<file path="src/rtl/bls_pkg.sv">
package bls_pkg;
   typedef enum logic [1:0] {DT_BYTE = 2'd0, DT_HALF = 2'd1, DT_WORD = 2'd2, DT_RUN = 2'd3} dtype_e;
   typedef enum logic [1:0] {BW_8 = 2'd0, BW_16 = 2'd1, BW_32 = 2'd2, BW_BAD = 2'd3} bwidth_e;
   localparam int LANES = 4;
endpackage

</file>
<file path="src/rtl/bls_align_chk.sv">
module bls_align_chk
   import bls_pkg::*;
#(
   parameter int MAX_WORDS = 2,
   parameter int NW_W      = $clog2(MAX_WORDS + 1)
) (
   input  dtype_e             typ,
   input  logic [NW_W-1:0]    nwords,
   input  logic [1:0]         alo,
   input  bwidth_e            bw,
   output logic               bad
);
   always_comb begin
      bad = (bw == BW_BAD);
      unique case (typ)
         DT_HALF: bad = bad | alo[0];
         DT_WORD: bad = bad | (|alo);
         DT_RUN:  bad = bad | (|alo) | (nwords == '0) | (nwords > NW_W'(MAX_WORDS));
         default: ;
      endcase
   end
endmodule

</file>
<file path="src/rtl/bls_lane_map.sv">
module bls_lane_map
   import bls_pkg::*;
#(
   parameter int ADDR_W    = 32,
   parameter int MAX_WORDS = 2,
   localparam int VAL_B    = 4 * MAX_WORDS,
   localparam int IDX_W    = $clog2(VAL_B),
   localparam int OW       = $clog2(VAL_B + 1) + 1,
   localparam int NW_W     = $clog2(MAX_WORDS + 1)
) (
   input  dtype_e                      typ,
   input  logic [NW_W-1:0]             nwords,
   input  logic [ADDR_W-1:0]           base_addr,
   input  logic                        big,
   input  bwidth_e                     bw,
   input  logic                        we,
   input  logic [OW-1:0]               beat,
   input  logic [8*VAL_B-1:0]          val,
   output logic [LANES-1:0]            lane_en,
   output logic [LANES-1:0][IDX_W-1:0] lane_src,
   output logic [8*LANES-1:0]          lane_wd,
   output logic [ADDR_W-1:0]           beat_addr,
   output logic                        last
);
   logic [OW-1:0] n_bytes, unit, bus_b, chunk, step;
   logic [1:0]    phase;

   always_comb begin
      unique case (typ)
         DT_BYTE: begin n_bytes = OW'(1); unit = OW'(1); end
         DT_HALF: begin n_bytes = OW'(2); unit = OW'(2); end
         DT_WORD: begin n_bytes = OW'(4); unit = OW'(4); end
         default: begin n_bytes = OW'({nwords, 2'b00}); unit = OW'(4); end
      endcase
      bus_b     = OW'(1) << bw;
      chunk     = (n_bytes < bus_b) ? n_bytes : bus_b;
      step      = beat * chunk;
      last      = (step + chunk) >= n_bytes;
      beat_addr = base_addr + ADDR_W'(step);
      phase     = beat_addr[1:0] & 2'(bus_b - OW'(1));
   end

   for (genvar l = 0; l < LANES; l++) begin : g_lane
      logic [OW-1:0]    rel, off, um, vb;
      logic             on;
      logic [IDX_W-1:0] src;
      always_comb begin
         rel = OW'(l) - OW'(phase);
         on  = (OW'(l) < bus_b) && (2'(l) >= phase) && (rel < chunk);
         off = step + rel;
         um  = unit - OW'(1);
         vb  = big ? ((off & ~um) | (um - (off & um))) : off;
         src = IDX_W'(vb);
      end
      assign lane_en[l]       = on;
      assign lane_src[l]      = src;
      assign lane_wd[8*l +: 8] = (on && we) ? val[{src, 3'b000} +: 8] : 8'h00;
   end
endmodule

</file>
<file path="src/rtl/bls_beat_ctrl.sv">
module bls_beat_ctrl #(
   parameter int OW = 5
) (
   input  logic          clk,
   input  logic          rst_n,
   input  logic          start,
   input  logic          last,
   input  logic          bus_rdy,
   output logic          busy,
   output logic [OW-1:0] beat,
   output logic          done
);
   typedef enum logic {S_IDLE = 1'b0, S_XFER = 1'b1} st_e;
   st_e st;

   always_ff @(posedge clk) begin
      if (!rst_n) begin
         st   <= S_IDLE;
         beat <= '0;
         done <= 1'b0;
      end else begin
         done <= 1'b0;
         if (st == S_IDLE) begin
            if (start) begin
               st   <= S_XFER;
               beat <= '0;
            end
         end else if (bus_rdy) begin
            if (last) begin
               st   <= S_IDLE;
               done <= 1'b1;
            end else begin
               beat <= beat + OW'(1);
            end
         end
      end
   end

   assign busy = (st == S_XFER);


   done_pulse_chk: assert property (@(posedge clk) disable iff (!rst_n) done |=> !done);

   beat_hold_chk: assert property (@(posedge clk) disable iff (!rst_n)
      busy && !bus_rdy |=> busy && $stable(beat));
endmodule

</file>
<file path="src/rtl/byte_lane_steer.sv">
module byte_lane_steer
   import bls_pkg::*;
#(
   parameter int ADDR_W    = 32,
   parameter int MAX_WORDS = 2,
   localparam int VAL_W    = 32 * MAX_WORDS,
   localparam int VAL_B    = 4 * MAX_WORDS,
   localparam int IDX_W    = $clog2(VAL_B),
   localparam int OW       = $clog2(VAL_B + 1) + 1,
   localparam int NW_W     = $clog2(MAX_WORDS + 1)
) (
   input  logic              clk,
   input  logic              rst_n,
   input  logic              req_valid,
   input  logic              req_we,
   input  logic [1:0]        req_type,
   input  logic [NW_W-1:0]   req_nwords,
   input  logic [ADDR_W-1:0] req_addr,
   input  logic [VAL_W-1:0]  req_wdata,
   input  logic              cfg_big,
   input  logic [1:0]        cfg_bus,
   output logic              busy,
   output logic              done,
   output logic              err,
   output logic [VAL_W-1:0]  rd_data,
   output logic              bus_req,
   output logic              bus_we,
   output logic [ADDR_W-1:0] bus_addr,
   output logic [3:0]        bus_be,
   output logic [31:0]       bus_wdata,
   input  logic [31:0]       bus_rdata,
   input  logic              bus_rdy
);
   if (MAX_WORDS < 1) begin : g_bad_words
      $error("MAX_WORDS must be at least 1");
   end
   if (ADDR_W < 4) begin : g_bad_addr
      $error("ADDR_W must be at least 4");
   end

   dtype_e                      q_type;
   bwidth_e                     q_bw;
   logic [NW_W-1:0]             q_nw;
   logic [ADDR_W-1:0]           q_addr;
   logic [VAL_W-1:0]            q_val, rd_q;
   logic                        q_big, q_we, err_q, bad, take;
   logic [OW-1:0]               beat;
   logic                        last;
   logic [LANES-1:0]            lane_en;
   logic [LANES-1:0][IDX_W-1:0] lane_src;
   logic [31:0]                 lane_wd;
   logic [ADDR_W-1:0]           beat_addr;

   bls_align_chk #(.MAX_WORDS(MAX_WORDS), .NW_W(NW_W)) u_chk (
      .typ(dtype_e'(req_type)), .nwords(req_nwords), .alo(req_addr[1:0]),
      .bw(bwidth_e'(cfg_bus)), .bad(bad));

   assign take = req_valid && !busy;

   bls_beat_ctrl #(.OW(OW)) u_ctrl (
      .clk(clk), .rst_n(rst_n), .start(take && !bad), .last(last),
      .bus_rdy(bus_rdy), .busy(busy), .beat(beat), .done(done));

   bls_lane_map #(.ADDR_W(ADDR_W), .MAX_WORDS(MAX_WORDS)) u_map (
      .typ(q_type), .nwords(q_nw), .base_addr(q_addr), .big(q_big), .bw(q_bw),
      .we(q_we), .beat(beat), .val(q_val), .lane_en(lane_en), .lane_src(lane_src),
      .lane_wd(lane_wd), .beat_addr(beat_addr), .last(last));

   always_ff @(posedge clk) begin
      if (!rst_n) begin
         q_type <= DT_BYTE;
         q_bw   <= BW_8;
         q_nw   <= '0;
         q_addr <= '0;
         q_val  <= '0;
         q_big  <= 1'b0;
         q_we   <= 1'b0;
         err_q  <= 1'b0;
         rd_q   <= '0;
      end else begin
         err_q <= take && bad;
         if (take && !bad) begin
            q_type <= dtype_e'(req_type);
            q_bw   <= bwidth_e'(cfg_bus);
            q_nw   <= req_nwords;
            q_addr <= req_addr;
            q_val  <= req_wdata;
            q_big  <= cfg_big;
            q_we   <= req_we;
            if (!req_we) rd_q <= '0;
         end
         if (busy && bus_rdy && !q_we) begin
            for (int l = 0; l < LANES; l++) begin
               if (lane_en[l]) rd_q[{lane_src[l], 3'b000} +: 8] <= bus_rdata[8*l +: 8];
            end
         end
      end
   end

   assign err       = err_q;
   assign rd_data   = rd_q;
   assign bus_req   = busy;
   assign bus_we    = busy && q_we;
   assign bus_addr  = busy ? beat_addr : '0;
   assign bus_be    = busy ? lane_en : 4'h0;
   assign bus_wdata = busy ? lane_wd : 32'h0;

   function automatic logic [31:0] be_mask(input logic [3:0] be);
      for (int i = 0; i < 4; i++) be_mask[8*i +: 8] = {8{be[i]}};
   endfunction


   be_nonzero_chk: assert property (@(posedge clk) disable iff (!rst_n) bus_req |-> bus_be != 4'h0);

   quiet_lanes_chk: assert property (@(posedge clk) disable iff (!rst_n)
      (bus_wdata & ~be_mask(bus_be)) == 32'h0);

   stall_hold_chk: assert property (@(posedge clk) disable iff (!rst_n)
      bus_req && !bus_rdy |=> bus_req && $stable(bus_addr) && $stable(bus_be) && $stable(bus_wdata));

   err_no_xfer_chk: assert property (@(posedge clk) disable iff (!rst_n) err |-> !bus_req && !done);

   narrow_lane_chk: assert property (@(posedge clk) disable iff (!rst_n)
      bus_req && (q_bw == BW_8) |-> bus_be == 4'b0001);
endmodule

</file>
<file path="config.mk">
export PLATFORM = sky130hd
export DESIGN_NAME = byte_lane_steer
export DESIGN_NICKNAME = d
export VERILOG_FILES = /design/src/rtl/bls_pkg.sv /design/src/rtl/bls_align_chk.sv /design/src/rtl/bls_lane_map.sv /design/src/rtl/bls_beat_ctrl.sv /design/src/rtl/byte_lane_steer.sv
export SDC_FILE = /design/constraint.sdc
export NUM_CORES = 1
export LEC_CHECK = 0
export ABC_AREA = 1
export BUFFER_PORTS_ARGS = -buffer_cell sky130_fd_sc_hd__buf_2
export CAP_MARGIN = 30
export CORE_AREA = 2 2 159 161
export CTS_BUF_LIST = sky130_fd_sc_hd__clkbuf_4
export DETAILED_ROUTE_END_ITERATION = 8
export DIE_AREA = 0 0 161 163
export PLACE_DENSITY_LB_ADDON = 0.08
export SYNTH_ARGS = -nofsm -noshare
export SYNTH_HDL_FRONTEND = slang
export SYNTH_HIERARCHICAL = 1
export SYNTH_SLANG_ARGS = --single-unit
</file>
<file path="constraint.sdc">
create_clock -name clk -period 17.4 [get_ports clk]
set_input_delay 0.87 -clock clk [delete_from_list [all_inputs] [get_ports clk]]
set_output_delay 0.87 -clock clk [all_outputs]
set_load 0.03 [all_outputs]
</file>
==> out/qor.yml <==
place:
  port_buffers: 276
  gp_congestion: 1.07
  hpwl_mm: 44.5
  dpl.cell_count: 3250
floorplanning:
  coreArea_mm2: 0.0247
  rows: 58
  io_pins: 277
  die_h_um: 163
  start_util_pct: 63.1
  die_w_um: 161
  dieArea_mm2: 0.0262
synth:
  synth-edff-count: 0
  synth_nets: 2971
  syn_area_mm2: 0.0156
  synthTopCellsByCount: "nand2_1, inv_1, nand3_1"
  async_flop_share_pct: 0
  synth_flop_cell: "dfxtp_1"
  synth_top_area_share_pct: 22.6
  ys_seq_area_share_pct: 22.6
  avgSynthCellArea_um2: 5.62
  yosysUniqueCellTypes: 49
  synth_most_common_cell: "nand2_1"
  ys_seq_elements: 176
  synth_top_cell_by_area: "dfxtp_1"
  synth.area.top_cells: "dfxtp_1, nand2_1, nand3_1"
  synth_warnings: 6
  syn_inst: 2772
timing:
  max_freq_mhz: 109
  slew_headroom_pct: 31.5
  fin_hold_ws_ns: 0.422
  tns_ns: 0
  slew_viol_final: 0
  finalHoldViolCount: 0
  period_minus_slack_ns: 9.16
  grt_setup_unrepaired: "false"
  tightest_slew_ns: 1.03
  report.final.setup_viol: 0
  skew_ns: 0.0395
  finalCritPeriodShare_pct: 52.6
clocking:
  postCtsHoldBufs: 0
  clock_latency_ns: 0.64
  cts_tree: "built"
  numCtsBuffers: 17
  clk_path_buf_depth: 2
  post_cts_buffers: 0
  root_buffer: "clkbuf_4"
  htree_levels: 4
  path_clk_slew_ns: 0.23
  numClockSinks: 176
  post_cts_resize_count: 0
grt:
  grt_pass1_wl_mm: 94.6
  grt_max_degree: 109
  antenna_found_initial: 2
  gr-total-overflow: 0
  track_usage_pct: 45.8
  grt_pass1_vias: 17800
critical_path:
  critPathMaxStageDelay_ns: 0.82
  crit_fanout: 20
  crit_type: "reg2out"
  cpMostUsedCell: "inv_1"
  reg2reg_to: "rd_data[17]$_SDFF_PN0_"
  r2r_cells: 35
  cp-end-kind: "primary output"
  cp_top_family: "adder cells"
  startpoint: "q_bw[1]$_SDFFE_PN0N_"
  rrSetupSlack_ns: 8.77
  critical_path_buf_inv_count: 9
  arrival_ns: 8.29
  worst_ep_required_time_ns: 16.53
  critPathLaunchType: "register"
  slowest_stage: "o22ai_2"
  r2r_start: "q_bw[1]$_SDFFE_PN0N_"
routing:
  drt_first_pass_iters: 9
  viasPerCell: 6.00
  dr.first_iter.drc_count: 2832
  route.detailed.drc: 0
  num_vias: 19700
  finalWirelength_mm: 62.0
  wire_per_inst_um: 18.9
  drtAntennaViolNets: 0
final_layout:
  utilization_pct: 69.7
  area_growth_pct: 10.5
  final-seq-area_mm2: 0.00352
  fin_cells: 3285
  layout.nets: 3139
  multi_input_area_mm2: 0.00989
  fillers: 2275
  drive_above_1_share_pct: 13.3
pwr:
  power_density_mw_per_mm2: 63.3
  p_leak_nw: 9.38
  peakVddDrop_uv: 41.6
status:
  outcome: "finished, final reports clean"
worst_hold_path:
  worstHoldStart: "req_addr[22]"
  min_path_type: "in2reg"
  holdPathStages: 3
  min_to: "q_addr[22]$_SDFFE_PN0N_"
flow_run:
  maxCapViolations: 0
==> worst max-delay path by stage <==
stage	slack, ns	depth (start not counted)	endpoint
after floorplan	10.56	34	rd_data[0]$_SDFF_PN0_
after global placement	9.29	28	bus_wdata[22]
after detailed placement	9.19	33	rd_data[23]$_SDFF_PN0_
after CTS	8.60	28	bus_wdata[30]
after global routing	7.93	28	bus_wdata[28]
final	8.24	28	bus_wdata[30]
==> routing by layer <==
layer	share of wire [%]	vias to the layer above	track usage, %	routed length [µm]
met1	36	8781	56.2	22400
met4	8.1	0	32.7	5040
li1	-	9089	-	-
met3	13	353	9.63	7890
met2	43	1490	71.6	26700
met5	0	-	0	0
==> placed cells by master, fill, tap and decap left out, drive strengths merged, types with 7 or more instances in the layout <==
cell type  Yosys  layout
nand2        951     951
ha            51      51
nor2         182     182
dfxtp        176     176
nand4         20      20
o21bai         8       8
nor3          28      28
clkbuf        70      17
xnor2         18      18
fa             8       8
buf           72     291
a21oi        246     246
nand3        322     322
xor2          23      23
clkinv         4      10
nand3b         7       7
o21ai        130     130
inv          401     410
o211ai        17      17
==> cell families after synthesis <==
| kind of cell | after synthesis | share of synthesized area (%) |
|---|---|---|
| compound gates | 422 | 14.3 |
| xor+xnor | 41 | 2.31 |
| fa+ha+maj | 59 | 5.13 |
| buf+inv | 547 | 14.0 |
| flops | 176 | 22.6 |
| simple gates | 1527 | 41.6 |
==> flip-flops by register name, summed over array words and instances (netlist names) <==
register     flops
err              1
q_big            1
u_ctrl/done      1
q_nw             2
q_val           64
q_type           2
q_bw             2
q_we             1
q_addr          32
u_ctrl/beat      5
u_ctrl/busy      1
rd_data         64
==> cell type report <==
cell class | count | area share, %
well taps | 330 | 2.40
multi-input cells | 2049 | 57.5
diodes | 2 | 0.0291
flip-flops and latches | 176 | 20.5
clock inverters | 15 | 1.24
repair buffers | 291 | 8.80
inverters | 405 | 8.85
clock buffers | 17 | 0.742
==> tightest hold or removal path, delay by kind of cell <==
kind / cells / cell delay, ns
simple gates: 1 / 0.05
buf+inv: 1 / 0.09
compound gates: 1 / 0.05
==> per-stage QoR <==
stage	setup WS [ns]	total power, W	instance area [µm²]
6_report	8.24	0.00109	17200
5_1_grt	7.93	0.00114	17200
4_1_cts	8.60	0.00107	17200
3_5_place_dp	9.19	0.000802	16800
3_3_place_gp	9.29	0.000793	16800
2_1_floorplan	10.56	0.000697	15600
==> power by group <==
group / switching (W) / internal [W] / total, W
logic: 0.000273 / 0.000104 / 0.000377
registers: 0.0000154 / 0.000421 / 0.000436
clock network: 0.000201 / 0.0000741 / 0.000275
(Power assumes the default switching activity.)
